===== config.mk =====
export PLATFORM = sky130hd
export DESIGN_NAME = eth_flow_ctrl
export DESIGN_NICKNAME = d
export VERILOG_FILES = /design/src/rtl/efc_pkg.sv /design/src/rtl/efc_req_ctrl.sv /design/src/rtl/efc_pause_gen.sv /design/src/rtl/efc_rx_pause.sv /design/src/rtl/efc_pause_timer.sv /design/src/rtl/eth_flow_ctrl.sv
export SDC_FILE = /design/constraint.sdc
export NUM_CORES = 1
export LEC_CHECK = 0
export ABC_AREA = 1
export BUFFER_PORTS_ARGS = -buffer_cell sky130_fd_sc_hd__buf_2
export CORE_ASPECT_RATIO = 2
export CORE_UTILIZATION = 52
export CTS_CLUSTER_DIAMETER = 50
export CTS_CLUSTER_SIZE = 25
export DETAILED_ROUTE_END_ITERATION = 8
export PLACE_DENSITY = 0.83
export SLEW_MARGIN = 20
export SYNTH_ARGS = -nofsm -noshare
export SYNTH_HDL_FRONTEND = slang
export SYNTH_SLANG_ARGS = --single-unit

===== constraint.sdc =====
create_clock -name clk -period 3.38 [get_ports clk]
set_input_delay 0.338 -clock clk [delete_from_list [all_inputs] [get_ports clk]]
set_output_delay 0.338 -clock clk [all_outputs]
set_load 0.01 [all_outputs]

===== src/rtl/efc_pkg.sv =====
package efc_pkg;
  localparam logic [47:0] PAUSE_DA    = 48'h0180C2000001;
  localparam logic [15:0] CTRL_ETYPE  = 16'h8808;
  localparam logic [15:0] PAUSE_OP    = 16'h0001;
  localparam int          HDR_BYTES   = 18;
  localparam int          MIN_PAYLOAD = 60;
endpackage


===== src/rtl/efc_req_ctrl.sv =====
module efc_req_ctrl #(
  parameter int QW = 16
) (
  input  logic          clk,
  input  logic          rst_n,
  input  logic          fd,
  input  logic          fc_req,
  input  logic          tick,
  input  logic [QW-1:0] cfg_quanta,
  input  logic [QW-1:0] cfg_refresh,
  input  logic          ack,
  output logic          pend,
  output logic [QW-1:0] pend_quanta,
  output logic          bp
);
  logic          req_q;
  logic [QW-1:0] rcnt;
  logic          rise, fall, refresh_hit;

  assign rise        = fc_req && !req_q;
  assign fall        = !fc_req && req_q;
  assign refresh_hit = fc_req && tick && (cfg_refresh != '0) && ((rcnt + 1'b1) >= cfg_refresh);

  always_ff @(posedge clk) begin
    if (!rst_n) begin
      req_q       <= 1'b0;
      rcnt        <= '0;
      pend        <= 1'b0;
      pend_quanta <= '0;
      bp          <= 1'b0;
    end else begin
      req_q <= fc_req;
      bp    <= !fd && fc_req;
      if (!fd) begin
        pend <= 1'b0;
        rcnt <= '0;
      end else if (rise) begin
        pend        <= 1'b1;
        pend_quanta <= cfg_quanta;
        rcnt        <= '0;
      end else if (fall) begin
        pend        <= 1'b1;
        pend_quanta <= '0;
        rcnt        <= '0;
      end else if (refresh_hit) begin
        pend        <= 1'b1;
        pend_quanta <= cfg_quanta;
        rcnt        <= '0;
      end else begin
        if (fc_req && tick) rcnt <= rcnt + 1'b1;
        if (ack) pend <= 1'b0;
      end
    end
  end


  zero_on_release_chk: assert property (@(posedge clk) disable iff (!rst_n)
    (fd && req_q && !fc_req) |=> (pend && pend_quanta == '0));
endmodule


===== src/rtl/efc_pause_gen.sv =====
module efc_pause_gen
  import efc_pkg::*;
#(
  parameter int QW          = 16,
  parameter int FRAME_BYTES = MIN_PAYLOAD
) (
  input  logic          clk,
  input  logic          rst_n,
  input  logic          fd,
  input  logic          start_req,
  input  logic [QW-1:0] start_quanta,
  input  logic [47:0]   station_mac,
  output logic          ack,
  output logic          tx_valid,
  input  logic          tx_ready,
  output logic [7:0]    tx_data,
  output logic          tx_last
);
  localparam int IW = $clog2(FRAME_BYTES);
  localparam logic [IW-1:0] LAST_IDX = IW'(FRAME_BYTES - 1);

  logic          busy;
  logic [IW-1:0] idx;
  logic [15:0]   q_r;
  logic          beat;

  assign ack      = !busy && start_req && fd;
  assign tx_valid = busy;
  assign beat     = busy && tx_ready;
  assign tx_last  = busy && (idx == LAST_IDX);

  always_ff @(posedge clk) begin
    if (!rst_n) begin
      busy <= 1'b0;
      idx  <= '0;
      q_r  <= '0;
    end else if (ack) begin
      busy <= 1'b1;
      idx  <= '0;
      q_r  <= 16'(start_quanta);
    end else if (beat) begin
      if (idx == LAST_IDX) begin
        busy <= 1'b0;
        idx  <= '0;
      end else begin
        idx <= idx + 1'b1;
      end
    end
  end

  always_comb begin
    tx_data = 8'h00;
    if (idx < IW'(6))
      tx_data = PAUSE_DA[8'(47 - 8*int'(idx)) -: 8];
    else if (idx < IW'(12))
      tx_data = station_mac[8'(47 - 8*(int'(idx) - 6)) -: 8];
    else begin
      case (int'(idx))
        12: tx_data = CTRL_ETYPE[15:8];
        13: tx_data = CTRL_ETYPE[7:0];
        14: tx_data = PAUSE_OP[15:8];
        15: tx_data = PAUSE_OP[7:0];
        16: tx_data = q_r[15:8];
        17: tx_data = q_r[7:0];
        default: tx_data = 8'h00;
      endcase
    end
  end


  hold_on_stall_chk: assert property (@(posedge clk) disable iff (!rst_n)
    (tx_valid && !tx_ready) |=> (tx_valid && $stable(tx_data) && $stable(tx_last)));
endmodule


===== src/rtl/efc_rx_pause.sv =====
module efc_rx_pause
  import efc_pkg::*;
(
  input  logic        clk,
  input  logic        rst_n,
  input  logic        fd,
  input  logic [47:0] station_mac,
  input  logic        rx_valid,
  input  logic [7:0]  rx_data,
  input  logic        rx_last,
  input  logic        rx_good,
  output logic        hit,
  output logic [15:0] hit_quanta
);
  logic [4:0] cnt;
  logic       mc_ok, uc_ok, type_ok, op_ok;
  logic [7:0] q_hi, q_lo;
  logic       mc_n, uc_n, type_n, op_n;
  int         ci;

  assign ci = int'(cnt);

  always_comb begin
    mc_n   = mc_ok;
    uc_n   = uc_ok;
    type_n = type_ok;
    op_n   = op_ok;
    if (ci < 6) begin
      if (rx_data != PAUSE_DA[8'(47 - 8*ci) -: 8])    mc_n = 1'b0;
      if (rx_data != station_mac[8'(47 - 8*ci) -: 8]) uc_n = 1'b0;
    end
    if (ci == 12 && rx_data != CTRL_ETYPE[15:8]) type_n = 1'b0;
    if (ci == 13 && rx_data != CTRL_ETYPE[7:0])  type_n = 1'b0;
    if (ci == 14 && rx_data != PAUSE_OP[15:8])   op_n = 1'b0;
    if (ci == 15 && rx_data != PAUSE_OP[7:0])    op_n = 1'b0;
  end

  assign hit = fd && rx_valid && rx_last && rx_good && (ci >= HDR_BYTES - 1)
               && (mc_n || uc_n) && type_n && op_n;
  assign hit_quanta = (ci == HDR_BYTES - 1) ? {q_hi, rx_data} : {q_hi, q_lo};

  always_ff @(posedge clk) begin
    if (!rst_n) begin
      cnt     <= '0;
      mc_ok   <= 1'b1;
      uc_ok   <= 1'b1;
      type_ok <= 1'b1;
      op_ok   <= 1'b1;
      q_hi    <= '0;
      q_lo    <= '0;
    end else if (rx_valid) begin
      if (rx_last) begin
        cnt     <= '0;
        mc_ok   <= 1'b1;
        uc_ok   <= 1'b1;
        type_ok <= 1'b1;
        op_ok   <= 1'b1;
      end else begin
        if (cnt != '1) cnt <= cnt + 1'b1;
        mc_ok   <= mc_n;
        uc_ok   <= uc_n;
        type_ok <= type_n;
        op_ok   <= op_n;
        if (ci == 16) q_hi <= rx_data;
        if (ci == 17) q_lo <= rx_data;
      end
    end
  end
endmodule


===== src/rtl/efc_pause_timer.sv =====
module efc_pause_timer #(
  parameter int QW = 16
) (
  input  logic          clk,
  input  logic          rst_n,
  input  logic          load,
  input  logic [QW-1:0] load_val,
  input  logic          tick,
  output logic          active
);
  logic [QW-1:0] count;

  always_ff @(posedge clk) begin
    if (!rst_n)                    count <= '0;
    else if (load)                 count <= load_val;
    else if (tick && count != '0)  count <= count - 1'b1;
  end

  assign active = (count != '0);


  load_exact_chk: assert property (@(posedge clk) disable iff (!rst_n)
    load |=> (count == $past(load_val)));

  idle_hold_chk: assert property (@(posedge clk) disable iff (!rst_n)
    (!load && !tick) |=> $stable(count));
endmodule


===== src/rtl/eth_flow_ctrl.sv =====
module eth_flow_ctrl
  import efc_pkg::*;
#(
  parameter int QW          = 16,
  parameter int FRAME_BYTES = MIN_PAYLOAD
) (
  input  logic          clk,
  input  logic          rst_n,
  input  logic          cfg_full_duplex,
  input  logic          cfg_fwd_pause,
  input  logic [47:0]   cfg_station_mac,
  input  logic [QW-1:0] cfg_pause_quanta,
  input  logic [QW-1:0] cfg_refresh_ticks,
  input  logic          fc_req,
  input  logic          quanta_tick,
  output logic          tx_valid,
  input  logic          tx_ready,
  output logic [7:0]    tx_data,
  output logic          tx_last,
  input  logic          rx_valid,
  input  logic [7:0]    rx_data,
  input  logic          rx_last,
  input  logic          rx_good,
  output logic          rx_pause_evt,
  output logic          rx_pause_drop,
  output logic          tx_pause,
  output logic          bp_active
);
  logic          pend, ack, hit;
  logic [QW-1:0] pend_quanta;
  logic [15:0]   hit_quanta;

  efc_req_ctrl #(.QW(QW)) u_ctrl (
    .clk(clk), .rst_n(rst_n), .fd(cfg_full_duplex), .fc_req(fc_req),
    .tick(quanta_tick), .cfg_quanta(cfg_pause_quanta), .cfg_refresh(cfg_refresh_ticks),
    .ack(ack), .pend(pend), .pend_quanta(pend_quanta), .bp(bp_active)
  );

  efc_pause_gen #(.QW(QW), .FRAME_BYTES(FRAME_BYTES)) u_gen (
    .clk(clk), .rst_n(rst_n), .fd(cfg_full_duplex), .start_req(pend),
    .start_quanta(pend_quanta), .station_mac(cfg_station_mac), .ack(ack),
    .tx_valid(tx_valid), .tx_ready(tx_ready), .tx_data(tx_data), .tx_last(tx_last)
  );

  efc_rx_pause u_rx (
    .clk(clk), .rst_n(rst_n), .fd(cfg_full_duplex), .station_mac(cfg_station_mac),
    .rx_valid(rx_valid), .rx_data(rx_data), .rx_last(rx_last), .rx_good(rx_good),
    .hit(hit), .hit_quanta(hit_quanta)
  );

  efc_pause_timer #(.QW(QW)) u_timer (
    .clk(clk), .rst_n(rst_n), .load(hit), .load_val(QW'(hit_quanta)),
    .tick(quanta_tick), .active(tx_pause)
  );

  always_ff @(posedge clk) begin
    if (!rst_n) begin
      rx_pause_evt  <= 1'b0;
      rx_pause_drop <= 1'b0;
    end else begin
      rx_pause_evt  <= hit;
      rx_pause_drop <= hit && !cfg_fwd_pause;
    end
  end


  fd_only_start_chk: assert property (@(posedge clk) disable iff (!rst_n)
    $rose(tx_valid) |-> $past(cfg_full_duplex));

  evt_after_good_chk: assert property (@(posedge clk) disable iff (!rst_n)
    rx_pause_evt |-> $past(rx_valid && rx_last && rx_good));
endmodule


==> results.rst, run 1 <==
.. list-table::
   :header-rows: 1

   * - Metric
     - Value
   * - Status
     - complete, no violations
   * - Class of the worst hold path
     - primary input to flip-flop
   * - Part of the Yosys area used for sequential elements
     - 29.56%
   * - Ordered cell list for the critical path
     - ha_1, nor2_1, buf_4, inv_1, o21ai_0, nand2_1, o21ai_0, o21ai_0, nand4_1, a22o_1, buf_2
   * - Register clock-pin slew on the reported worst setup and hold paths
     - 0.07 ns
   * - Avg WL per Cell
     - 14.91 µm
   * - Count of nets left with antenna violations after detail routing
     - 0
   * - RR Endpoint
     - u_ctrl.pend_quanta[5]
   * - Number of placement rows
     - 59
   * - Wirelength, routed
     - 20.38 mm
   * - Final period util
     - 96.25%
   * - Critical Path Sink
     - tx_data[0]
   * - Number of vias per cell
     - 5.544
   * - DRC violation count after routing
     - 0
   * - Cells taking the most area after synthesis
     - sky130_fd_sc_hd__dfxtp_1 (30%), sky130_fd_sc_hd__nand2_1 (14%), sky130_fd_sc_hd__nor2_1 (8.8%), sky130_fd_sc_hd__inv_1 (7.0%), sky130_fd_sc_hd__ha_1 (6.2%)
   * - RePlAce Congestion
     - 0.9929
   * - Number of pins with negative max-slew slack in the final report
     - 0
   * - Fmax achieved
     - 307.4 MHz
   * - R2r worst-path depth
     - 23
   * - R2R Path Start
     - u_ctrl.rcnt[1]
   * - Category of the most critical setup path
     - flip-flop to output pin
   * - Buffers on Ports
     - 111
   * - Die outline area
     - 13650 µm²
   * - Number of hold buffers added after cts
     - 0
   * - Share of power burned in combinational logic
     - 30.2%
   * - Share of post-route cells with drive strength above 1
     - 17.86%
   * - CTS H-tree lvls
     - 3
   * - First-pass GRT wire length
     - 32.46 mm
   * - Sum of overflow across all layers after global routing
     - 0
   * - Die Y
     - 164.2 µm
   * - Maximum VDD drop
     - 417.3 µV
   * - Count of flip-flops with a built-in enable after synthesis
     - 0
   * - Worst hold slack
     - 0.1428 ns
   * - Count of warnings emitted by yosys
     - 0
   * - Headroom to the max-slew limit
     - 53.29%
   * - Share of async-settable or async-resettable flops after synthesis
     - 0%
   * - CTS root buf
     - sky130_fd_sc_hd__clkbuf_16
   * - Top FF cell, synth
     - sky130_fd_sc_hd__dfxtp_1
   * - Data required time at the worst endpoint
     - 3.04 ns
   * - Setup repair after global routing missed its margin
     - yes
   * - Diodes inserted
     - 0
   * - Slowest stage delay, CP
     - 0.45 ns
   * - Area leader, netlist
     - sky130_fd_sc_hd__dfxtp_1
   * - CTS sink count
     - 101
   * - Final net count
     - 1342
   * - Final setup violating endpoints
     - 0
   * - Synth cell types
     - 43
   * - Area of the mapped netlist
     - 6840 µm²
   * - Largest fanout of any net on the critical path
     - 7
   * - Slowest cell on crit path
     - sky130_fd_sc_hd__o21ai_0
   * - Area of the core
     - 12920 µm²
   * - Net switching power
     - 0.001232 W
   * - Clock Skews
     - 0.008130 ns
   * - Synthesized flop and latch total
     - 101
   * - Initial antenna violation count
     - 0
   * - Leakage power
     - 4.006 nW
   * - Syn Inst Count
     - 1086
   * - Total routing usage reported by global routing
     - 29.48%
   * - CTS tree
     - done
   * - Power Total
     - 0.003480 W
   * - Area share of the leading cell type in the synthesized netlist
     - 29.56%
   * - Die width
     - 83.10 µm
   * - Via Count
     - 7578
   * - Worst-margin pin slew
     - 0.6968 ns
   * - First-iteration detailed-routing DRC count
     - 492
   * - Register-to-Register Setup Slack
     - 0.15 ns
   * - Power per unit of standard cell area
     - 426.7 nW/µm²
   * - Area growth, synth to finish
     - 19.22%
   * - Nets in the synthesized netlist
     - 1218
   * - Internal cell power
     - 0.002248 W
   * - Fin crit period
     - 3.253 ns
   * - Number of maximum-capacitance constraint violations
     - 0
   * - Number of inserted filler cells in the final layout
     - 1211
   * - Leading cell types by count after synthesis
     - sky130_fd_sc_hd__nand2_1 (262), sky130_fd_sc_hd__nor2_1 (161), sky130_fd_sc_hd__inv_1 (127)
   * - Most used cell along the critical path
     - sky130_fd_sc_hd__o21ai_0
   * - Switching share of power
     - 35.41%
   * - HPWL after DPL
     - 15.66 mm
   * - Clock latency on the worst-skew pair
     - 0.35 ns
   * - Number of optimization iterations in the first detailed-route pass
     - 6
   * - Library cell with the highest instance count after synthesis
     - sky130_fd_sc_hd__nand2_1
   * - Mean instance size in the synthesized netlist
     - 6.299 µm²
   * - Effective utilization at floorplan
     - 52.95%
   * - Clock share of power
     - 29.7%
   * - CTS Buf Count
     - 9
   * - Critical path startpoint
     - u_gen.idx[2]
   * - Maximum number of pins on one net before global-route repair
     - 52
   * - Share of total power in sequential cells
     - 40.1%
   * - Critical path arrival
     - 2.92 ns
   * - Ports
     - 112
   * - Critical path startpoint category
     - flip-flop
   * - Number of global-route vias before repair
     - 7123
   * - Buffers from clock root to sink, at most
     - 2
   * - Fin. Hold Viols
     - 0
   * - Crit path capture type
     - output pin
[cell usage in the layout (no fill, tap or decap), types with 3 or more instances in the layout]
cell type                      n
sky130_fd_sc_hd__nand2_1     259
sky130_fd_sc_hd__nor2_1      157
sky130_fd_sc_hd__inv_1       123
sky130_fd_sc_hd__buf_2       111
sky130_fd_sc_hd__dfxtp_1      98
sky130_fd_sc_hd__a21oi_1      81
sky130_fd_sc_hd__o21ai_0      70
sky130_fd_sc_hd__nand3_1      66
sky130_fd_sc_hd__ha_1         32
sky130_fd_sc_hd__buf_4        29
sky130_fd_sc_hd__xor2_1       20
sky130_fd_sc_hd__nor3_1       15
sky130_fd_sc_hd__nand4_1      13
sky130_fd_sc_hd__o21ai_1       9
sky130_fd_sc_hd__a211oi_1      9
sky130_fd_sc_hd__clkbuf_16     9
sky130_fd_sc_hd__nor3_2        7
sky130_fd_sc_hd__inv_2         7
sky130_fd_sc_hd__a221oi_1      7
sky130_fd_sc_hd__nor2_2        6
sky130_fd_sc_hd__o221ai_1      6
sky130_fd_sc_hd__nor4_1        6
sky130_fd_sc_hd__nand3_2       5
sky130_fd_sc_hd__or2_2         5
sky130_fd_sc_hd__clkinvlp_4    5
sky130_fd_sc_hd__o21ai_2       5
sky130_fd_sc_hd__nor3b_1       4
sky130_fd_sc_hd__nand3b_1      3
sky130_fd_sc_hd__mux2i_1       3
sky130_fd_sc_hd__o211ai_1      3
sky130_fd_sc_hd__nand2_2       3
sky130_fd_sc_hd__nand2_4       3
[cell families after synthesis]
| logic type | share of synthesized area, % |
|---|---|
| compound gates | 16.30 |
| xor+xnor | 3.073 |
| fa+ha+maj | 6.219 |
| buf+inv | 9.292 |
| flops | 29.56 |
| mux | 0.4390 |
| simple gates | 35.12 |
[per-stage QoR]
stage | area [µm²] | setup TNS (ns) | util [%] | setup slack [ns] | std cells
after floorplan | 6840 | 0 | - | 0.1033 | 1086
after global placement | 7596 | 0 | 58.80 | 0.06203 | 1339
after detailed placement | 7596 | -1.096 | 58.80 | -0.09183 | 1339
after CTS | 7923 | -0.01531 | 61.33 | -0.01531 | 1356
after global routing | 8155 | -2.519 | 63.13 | -0.1741 | 1367
final | 8155 | 0 | 63.13 | 0.1268 | 1367
[critical path: cells and delay by family, from the launching register on]
kind | cells | cell delay (ns)
buffers and inverters | 3 | 0.49
adders and majority gates | 1 | 0.39
and+or+nand+nor | 3 | 0.38
AOI/OAI and AO/OA | 4 | 0.94
DFF | 1 | 0.36
[per-layer routing]
layer	routed length, µm	track usage, %	vias to the layer above
li1	-	-	3801
met4	1140	18.42	0
met3	893	3.116	72
met5	0	0	-
met2	11000	56.67	289
met1	7349	29.91	3416
[worst min-delay path by stage]
stage	from	slack [ns]	cells past startpoint	endpoint
4_1_cts	cfg_fwd_pause	0.14	2	rx_pause_drop
6_report	cfg_fwd_pause	0.14	2	rx_pause_drop
3_3_place_gp	u_rx.q_hi[7]	0.45	2	u_rx.q_hi[7]
2_1_floorplan	cfg_full_duplex	0.41	1	u_ctrl.bp
3_5_place_dp	u_rx.mc_ok	0.45	2	u_rx.mc_ok
5_1_grt	cfg_fwd_pause	0.14	2	rx_pause_drop
[final cells by class]
cell class	instances	area (µm²)	area share [%]
clock buffers	9	225.2	2.762
clock inverters	7	72.57	0.8898
inverters	134	510.5	6.260
multi-input cells	822	4334	53.15
flip-flops and latches	101	2031	24.90
well taps	152	190.2	2.332
repair buffers	141	784.5	9.620
repair inverters	1	7.507	0.09205
[power groups by stage]
stage / registers (W) / clock network [W] / logic, W
final: 0.00140 / 0.00103 / 0.00105
after global routing: 0.00141 / 0.00109 / 0.00121
after CTS: 0.00139 / 0.00103 / 0.00104
after detailed placement: 0.00142 / 0 / 0.00103
after global placement: 0.00142 / 0 / 0.000999
after floorplan: 0.00140 / 0 / 0.000759
[flip-flops by register name, summed over array words and instances (netlist names)]
register / cells
u_rx.q_hi: 8
u_rx.type_ok: 1
u_rx.uc_ok: 1
u_ctrl.req_q: 1
u_rx.mc_ok: 1
u_ctrl.bp: 1
u_gen.tx_valid: 1
u_rx.op_ok: 1
u_ctrl.pend_quanta: 16
u_timer.count: 16
u_gen.q_r: 16
u_gen.idx: 6
u_rx.cnt: 5
u_ctrl.pend: 1
u_rx.q_lo: 8
u_ctrl.rcnt: 16
rx_pause_drop: 1
rx_pause_evt: 1
[timing repair]
action / CTS / global route
pin swaps: 1 / 19
cloned: 1 / 0
buffers inserted: 0 / 11
endpoints found under the setup margin: 25 / 45
gates resized for setup: 7 / 46
Power figures use the tool's default switching activity.
==> run 2, diff against run 1 <==
--- a/config.mk
+++ b/config.mk
@@ -8,11 +8,11 @@
 export ABC_AREA = 1
 export BUFFER_PORTS_ARGS = -buffer_cell sky130_fd_sc_hd__buf_2
 export CORE_ASPECT_RATIO = 2
-export CORE_UTILIZATION = 52
+export CORE_UTILIZATION = 60
 export CTS_CLUSTER_DIAMETER = 50
 export CTS_CLUSTER_SIZE = 25
 export DETAILED_ROUTE_END_ITERATION = 8
-export PLACE_DENSITY = 0.83
+export PLACE_DENSITY = 0.9
 export SLEW_MARGIN = 20
 export SYNTH_ARGS = -nofsm -noshare
 export SYNTH_HDL_FRONTEND = slang
==> constraint.sdc (replaced) <==
create_clock -name clk -period 4.2 [get_ports clk]
set_input_delay 0.42 -clock clk [delete_from_list [all_inputs] [get_ports clk]]
set_output_delay 0.42 -clock clk [all_outputs]
set_load 0.01 [all_outputs]
==> run 2 against run 1 <==
Effect of this change: die area is 13% lower; non-clock buffer count is 25 lower; clock-buffer cell count did not move; largest power group unchanged; combinational power shrank 21%; first-iteration DRC count shrank 12%; largest cell class unchanged; global-route usage up 4.3 points.
==> results.rst, run 2 (synthesis results as in run 1) <==
.. list-table::
   :header-rows: 1

   * - Metric
     - Value
   * - Largest fanout of any net on the critical path
     - 16 (+9)
   * - Fmax achieved
     - 276.6 MHz
   * - Power per unit of standard cell area
     - 361.0 nW/µm² (-15%)
   * - Die Y
     - 153 µm (-6.8%)
   * - Most common cell after layout, fill and taps aside
     - sky130_fd_sc_hd__nand2_1
   * - Final period util
     - 86.09%
   * - Register clock-pin slew on the reported worst setup and hold paths
     - 0.08 ns (about the same)
   * - Avg WL per Cell
     - 14.84 µm (-0.47%)
   * - Number of hold buffers added after cts
     - 0 (unchanged)
   * - CTS tree
     - done
   * - Number of global-route vias before repair
     - 7159 (+0.51%)
   * - CTS root buf
     - sky130_fd_sc_hd__clkbuf_16
   * - Initial antenna violation count
     - 0 (unchanged)
   * - Share of total power in sequential cells
     - 40.1% (about the same)
   * - Post-cts sizing count
     - 0 (-7)
   * - Headroom to the max-slew limit
     - 41.04% (-12 points)
   * - Number of placement rows
     - 54 (-8.5%)
   * - Ports
     - 112 (unchanged)
   * - Internal cell power
     - 0.001808 W (-20%)
   * - DRC violation count after routing
     - 0 (unchanged)
   * - Top library cells by usage in the layout, fill and taps aside
     - sky130_fd_sc_hd__nand2_1 (262), sky130_fd_sc_hd__nor2_1 (160), sky130_fd_sc_hd__inv_1 (127), sky130_fd_sc_hd__buf_2 (111), sky130_fd_sc_hd__dfxtp_1 (101)
   * - Post-Route Setup TNS
     - 0 ns (unchanged)
   * - Effective utilization at floorplan
     - 62.11% (+9.2 points)
   * - Fin. Hold Viols
     - 0 (unchanged)
   * - Critical path startpoint category
     - flip-flop
   * - Wirelength, routed
     - 19.72 mm (-3.2%)
   * - Start point of the worst min-delay path
     - cfg_fwd_pause
   * - Critical path arrival
     - 3.87 ns (+0.95 ns)
   * - RR Endpoint
     - u_ctrl.rcnt[4]
   * - Die width
     - 77.50 µm (-6.7%)
   * - Maximum VDD drop
     - 311.7 µV (-25%)
   * - Clock Skews
     - 0.009276 ns (+0.001147 ns)
   * - Utilization after layout
     - 70.73% (+7.6 points)
   * - R2r worst-path depth
     - 21 (-8.7%)
   * - Maximum number of pins on one net before global-route repair
     - 53 (+1.9%)
   * - Number of vias per cell
     - 5.659 (+2.1%)
   * - Share of post-route cells with drive strength above 1
     - 13.12% (-4.7 points)
   * - First-iteration detailed-routing DRC count
     - 435 (-12%)
   * - Net switching power
     - 0.001004 W (-18%)
   * - Number of inserted filler cells in the final layout
     - 972 (-20%)
   * - Total routing usage reported by global routing
     - 33.82% (+4.3 points)
   * - Final setup violating endpoints
     - 0 (unchanged)
   * - Number of cells on the worst hold path
     - 2 (unchanged)
   * - Data required time at the worst endpoint
     - 4.45 ns (+1.41 ns)
   * - Buffers from clock root to sink, at most
     - 2 (unchanged)
   * - Leakage power
     - 3.897 nW (-2.7%)
   * - Buffers inserted by post-CTS timing repair
     - 0 (unchanged)
   * - Register-to-Register Setup Slack
     - 0.58 ns (+0.43 ns)
   * - Crit path capture type
     - flip-flop
   * - Clock share of power
     - 30.4% (+0.7 points)
   * - HPWL after DPL
     - 15.13 mm (-3.4%)
   * - Area growth, synth to finish
     - 13.88%
   * - CTS sink count
     - 101 (unchanged)
   * - RePlAce Congestion
     - 1.029 (+3.6%)
   * - Count of nets left with antenna violations after detail routing
     - 0 (unchanged)
   * - Clock latency on the worst-skew pair
     - 0.36 ns (about the same)
   * - Switching share of power
     - 35.71% (+0.30 points)
   * - Class of the worst hold path
     - primary input to flip-flop
   * - Status
     - complete, no violations
   * - Share of power burned in combinational logic
     - 29.4% (-0.8 points)
   * - CTS H-tree lvls
     - 3 (unchanged)
   * - Area of the core
     - 11010 µm² (-15%)
   * - R2R Path Start
     - u_ctrl.rcnt[0]
   * - Diodes inserted
     - 0 (unchanged)
   * - First-pass GRT wire length
     - 32.04 mm (-1.3%)
   * - CTS Buf Count
     - 9 (unchanged)
   * - Final net count
     - 1316 (-1.9%)
   * - Die outline area
     - 11860 µm² (-13%)
   * - Fin crit period
     - 3.616 ns
   * - Buffers on Ports
     - 111 (unchanged)
   * - Hold endpoint
     - rx_pause_drop
   * - Worst-margin pin slew
     - 0.8823 ns (+0.1855 ns)
   * - Sum of overflow across all layers after global routing
     - 0 (unchanged)
   * - Via Count
     - 7521 (-0.75%)
   * - Category of the most critical setup path
     - flip-flop to flip-flop
   * - Number of pins with negative max-slew slack in the final report
     - 0 (unchanged)
   * - Number of optimization iterations in the first detailed-route pass
     - 5 (-1)
   * - Setup repair after global routing missed its margin
     - no
   * - Number of maximum-capacitance constraint violations
     - 0 (unchanged)
run 2: power groups by stage:
stage	clock network [W]	logic [W]	registers [W]
after detailed placement	0	0.000810	0.00115
final	0.000856	0.000827	0.00113
after global routing	0.000902	0.000938	0.00114
after floorplan	0	0.000610	0.00113
after CTS	0.000863	0.000823	0.00113
after global placement	0	0.000788	0.00114
run 2: worst max-delay path, cell delays in order, from the launching register on:
cell	delay, ns
sky130_fd_sc_hd__dfxtp_1	0.40
sky130_fd_sc_hd__ha_1	0.21
sky130_fd_sc_hd__nand3_1	0.12
sky130_fd_sc_hd__nor2_1	0.11
sky130_fd_sc_hd__inv_1	0.07
sky130_fd_sc_hd__nor3_1	0.25
sky130_fd_sc_hd__nand2_1	0.08
sky130_fd_sc_hd__nor2_1	0.16
sky130_fd_sc_hd__nand3_1	0.13
sky130_fd_sc_hd__nor2_1	0.13
sky130_fd_sc_hd__xor2_1	0.22
sky130_fd_sc_hd__ha_1	0.27
sky130_fd_sc_hd__nand2_1	0.08
sky130_fd_sc_hd__inv_1	0.04
sky130_fd_sc_hd__nand3_1	0.08
sky130_fd_sc_hd__inv_1	0.05
sky130_fd_sc_hd__a21oi_1	0.15
sky130_fd_sc_hd__nand3_1	0.09
sky130_fd_sc_hd__nand2_1	0.07
sky130_fd_sc_hd__nand3_1	0.10
sky130_fd_sc_hd__or2_2	0.45
sky130_fd_sc_hd__a211oi_1	0.25
run 2: worst max path at each step:
stage,start,end,slack (ns),depth (start not counted)
6_report,u_ctrl.rcnt[0],u_ctrl.rcnt[4],0.58,21
5_1_grt,u_ctrl.rcnt[0],u_ctrl.pend_quanta[1],0.18,23
2_1_floorplan,u_ctrl.rcnt[0],u_ctrl.rcnt[10],0.92,23
4_1_cts,u_ctrl.rcnt[0],u_ctrl.rcnt[4],0.59,21
3_3_place_gp,u_ctrl.rcnt[0],u_ctrl.rcnt[5],0.87,21
3_5_place_dp,u_ctrl.rcnt[0],u_ctrl.pend_quanta[9],0.70,23
run 2: per-stage QoR:
stage / power [W] / hold WS [ns] / cell area (µm²) / instances / setup WS, ns
final: 0.002812 / 0.2154 / 7790 / 1329 / 0.5840
after global routing: 0.002981 / 0.2346 / 7790 / 1329 / 0.1830
after CTS: 0.002813 / 0.2145 / 7787 / 1329 / 0.5927
after detailed placement: 0.001958 / 0.4477 / 7476 / 1313 / 0.7031
after global placement: 0.001931 / 0.4385 / 7476 / 1313 / 0.8681
after floorplan: 0.001738 / 0.4267 / 6840 / 1086 / 0.9233
run 2: metal layers:
| metal | vias to the layer above | track usage (%) | part of all wire [%] |
|---|---|---|---|
| met1 | 3389 | 33.32 | 35 |
| met2 | 294 | 63.21 | 54 |
| li1 | 3744 | - | - |
| met5 | - | 0 | 0 |
| met3 | 94 | 4.119 | 4.3 |
| met4 | 0 | 24.08 | 6.2 |
run 2: final cells by class:
class	instances	area, µm²	share of cell area (%)
inverters	134	503.0	6.457
well taps	140	175.2	2.249
repair buffers	116	593.1	7.613
clock inverters	7	86.33	1.108
multi-input cells	822	4185	53.73
clock buffers	9	225.2	2.891
flip-flops and latches	101	2022	25.96
==> run 3, diff against run 2 <==
==> constraint.sdc (replaced) <==
create_clock -name clk -period 4.2 [get_ports clk]
set_input_delay 0 -clock clk [delete_from_list [all_inputs] [get_ports clk]]
set_output_delay 0 -clock clk [all_outputs]
set_load 0.01 [all_outputs]
==> run 3 against run 2 <==
Effect of this change: non-clock buffer count up 27; combinational power up 4.0%; die area unchanged; clock-buffer cell count unchanged; first-iteration DRC count up 40%; utilization up 2.5 points; cell count up 2.2%; highest routed layer unchanged; sequential share of layout area down 0.88 points; sequential power about the same; worst hold slack worse by 0.18 ns; global-route usage up 2.9 points; largest power group unchanged; critical path depth up 2.
==> results.rst, run 3 (synthesis results as in run 1) <==
.. list-table::
   :header-rows: 1

   * - Metric
     - Value
   * - Status
     - complete, no violations
   * - Clock share of power
     - 31.1% (+0.7 points)
   * - Leakage power
     - 4.015 nW (+3.0%)
   * - Final period util
     - 88.72% (+2.6 points)
   * - Area of the core
     - 11010 µm² (unchanged)
   * - Number of optimization iterations in the first detailed-route pass
     - 6 (+1)
   * - Ports
     - 112 (unchanged)
   * - Power Total
     - 0.002884 W (+2.6%)
   * - CTS root buf
     - sky130_fd_sc_hd__clkbuf_16
   * - Setup repair after global routing missed its margin
     - no
   * - Post-Place Cells
     - 1315 (+0.15%)
   * - CTS H-tree lvls
     - 3 (unchanged)
   * - Die outline area
     - 11860 µm² (unchanged)
   * - Final net count
     - 1343 (+2.1%)
   * - Switching share of power
     - 35.00% (-0.71 points)
   * - Net switching power
     - 0.001010 W (+0.51%)
   * - Pre-CTS worst setup slack
     - 0.6781 ns (-0.02500 ns)
   * - Power per unit of standard cell area
     - 357.7 nW/µm² (-0.91%)
   * - Top library cells by usage in the layout, fill and taps aside
     - sky130_fd_sc_hd__nand2_1 (262), sky130_fd_sc_hd__nor2_1 (161), sky130_fd_sc_hd__inv_1 (127), sky130_fd_sc_hd__buf_2 (111), sky130_fd_sc_hd__dfxtp_1 (101)
   * - Buffers on Ports
     - 111 (unchanged)
   * - Sum of overflow across all layers after global routing
     - 0 (unchanged)
   * - Die Y
     - 153 µm (unchanged)
   * - Area growth, synth to finish
     - 17.87%
   * - Clock Skews
     - 0.01092 ns (+0.001643 ns)
   * - Class of the worst hold path
     - primary input to flip-flop
   * - Internal cell power
     - 0.001875 W (+3.7%)
   * - RePlAce Congestion
     - 0.9887 (-3.9%)
   * - HPWL after DPL
     - 15.27 mm (+0.97%)
   * - Worst-margin pin slew
     - 0.8772 ns (-0.005139 ns)
   * - Post-Route Setup TNS
     - 0 ns (unchanged)
   * - Wirelength, routed
     - 21.46 mm (+8.8%)
   * - Most common cell after layout, fill and taps aside
     - sky130_fd_sc_hd__nand2_1
   * - First-iteration detailed-routing DRC count
     - 607 (+40%)
   * - Share of power burned in combinational logic
     - 29.8% (+0.4 points)
   * - Number of inserted filler cells in the final layout
     - 923 (-5.0%)
   * - Final std cells w/o fill
     - 1358 (+2.2%)
   * - Share of post-route cells with drive strength above 1
     - 12.91% (-0.21 points)
   * - Multi-input combinational cell area
     - 4183 µm² (about the same)
   * - First-pass GRT wire length
     - 34.51 mm (+7.7%)
   * - Maximum number of pins on one net before global-route repair
     - 53 (unchanged)
   * - Fmax achieved
     - 268.4 MHz (-3.0%)
   * - Headroom to the max-slew limit
     - 41.46% (+0.42 points)
   * - Initial antenna violation count
     - 2 (+2)
   * - Number of maximum-capacitance constraint violations
     - 0 (unchanged)
   * - Number of pins with negative max-slew slack in the final report
     - 0 (unchanged)
   * - Critical path startpoint category
     - flip-flop
   * - Effective utilization at floorplan
     - 62.11% (unchanged)
   * - CTS tree
     - done
   * - Share of total power in sequential cells
     - 39.0% (-1.1 points)
   * - Buffers from clock root to sink, at most
     - 2 (unchanged)
   * - Maximum VDD drop
     - 257.2 µV (-17%)
   * - Data required time at the worst endpoint
     - 4.47 ns (+0.02 ns)
   * - Fin. Hold Viols
     - 0 (unchanged)
   * - Final worst setup slack
     - 0.4737 ns (-0.1104 ns)
   * - Via Count
     - 7821 (+4.0%)
   * - Critical path arrival
     - 4.00 ns (+0.13 ns)
   * - Avg WL per Cell
     - 15.80 µm (+6.5%)
   * - Register clock-pin slew on the reported worst setup and hold paths
     - 0.08 ns (about the same)
   * - Category of the most critical setup path
     - flip-flop to flip-flop
   * - Buffers inserted by post-CTS timing repair
     - 0 (unchanged)
   * - Count of nets left with antenna violations after detail routing
     - 0 (unchanged)
   * - Die width
     - 77.50 µm (unchanged)
   * - Largest fanout of any net on the critical path
     - 16 (unchanged)
   * - Clock latency on the worst-skew pair
     - 0.36 ns (about the same)
   * - Final setup violating endpoints
     - 0 (unchanged)
   * - Number of global-route vias before repair
     - 7578 (+5.9%)
   * - DRC violation count after routing
     - 0 (unchanged)
   * - Total routing usage reported by global routing
     - 36.70% (+2.9 points)
   * - Number of vias per cell
     - 5.759 (+1.8%)
   * - Number of placement rows
     - 54 (unchanged)
   * - CTS sink count
     - 101 (unchanged)
   * - Fin crit period
     - 3.726 ns (+0.1104 ns)
   * - CTS Buf Count
     - 9 (unchanged)
   * - Flip-flop and latch area
     - 2022 µm² (unchanged)
   * - Crit path capture type
     - flip-flop
-- run 3: cell type report --
cell class | instances | area share (%)
clock inverter | 7 | 1.133
timing repair buffer | 143 | 10.65
sequential | 101 | 25.08
antenna | 2 | 0.06207
tap | 140 | 2.173
multi-input combinational | 822 | 51.88
clock buffer | 9 | 2.793
inverter | 134 | 6.238
-- run 3: power by group through the flow --
stage / registers [W] / logic, W / clock network (W)
2_1_floorplan: 0.00113 / 0.000610 / 0
3_3_place_gp: 0.00114 / 0.000795 / 0
3_5_place_dp: 0.00115 / 0.000814 / 0
4_1_cts: 0.00112 / 0.000847 / 0.000888
5_1_grt: 0.00114 / 0.000981 / 0.000935
6_report: 0.00113 / 0.000860 / 0.000898
-- run 3: final timing paths --
path | start | to | slack, ns | cells after the start
worst max-delay path | u_ctrl.rcnt[0] | u_ctrl.pend_quanta[13] | 0.47 | 23
worst min-delay path | rx_data[2] | u_rx.q_lo[2] | 0.04 | 3
worst max register to register | u_ctrl.rcnt[0] | u_ctrl.pend_quanta[13] | 0.47 | 23
worst min register to register | u_rx.q_hi[7] | u_rx.q_hi[7] | 0.47 | 2
-- run 3: repair_timing --
item	in CTS	in global routing
hold buffers	25	0
endpoints found under the hold margin	25	0
resized for setup	0	0
setup endpoints to repair	0	0
-- run 3: through the flow --
stage | utilization (%) | area, µm² | hold WS (ns)
CTS | 73.17 | 8058 | 0.02988
finish | 73.21 | 8063 | 0.03637
floorplan | - | 6840 | 0.07238
global placement | 68.02 | 7491 | 0.1701
detailed placement | 68.02 | 7491 | 0.1712
global route | 73.21 | 8063 | 0.07997
-- run 3: critical path, cell delays in order, from the launching register on --
cell	delay [ns]
sky130_fd_sc_hd__dfxtp_1	0.40
sky130_fd_sc_hd__nand3_1	0.13
sky130_fd_sc_hd__nor3_1	0.18
sky130_fd_sc_hd__inv_1	0.08
sky130_fd_sc_hd__nor2_1	0.16
sky130_fd_sc_hd__inv_1	0.07
sky130_fd_sc_hd__nor3_1	0.13
sky130_fd_sc_hd__inv_1	0.07
sky130_fd_sc_hd__nor2_1	0.09
sky130_fd_sc_hd__inv_1	0.09
sky130_fd_sc_hd__nor3_1	0.19
sky130_fd_sc_hd__nand2_1	0.12
sky130_fd_sc_hd__xnor2_1	0.16
sky130_fd_sc_hd__ha_1	0.32
sky130_fd_sc_hd__nand3_1	0.11
sky130_fd_sc_hd__nor3_1	0.21
sky130_fd_sc_hd__nand2_1	0.08
sky130_fd_sc_hd__nand3_1	0.08
sky130_fd_sc_hd__nand2_1	0.06
sky130_fd_sc_hd__nand3_1	0.11
sky130_fd_sc_hd__nand2_1	0.09
sky130_fd_sc_hd__inv_1	0.35
sky130_fd_sc_hd__nand3_1	0.15
sky130_fd_sc_hd__a21oi_1	0.19
-- run 3: metal layers --
layer	GRT usage [%]	routed length, µm
met5	0	0
met4	26.86	1379
met3	5.075	1166
met2	68.06	11550
met1	35.92	7367
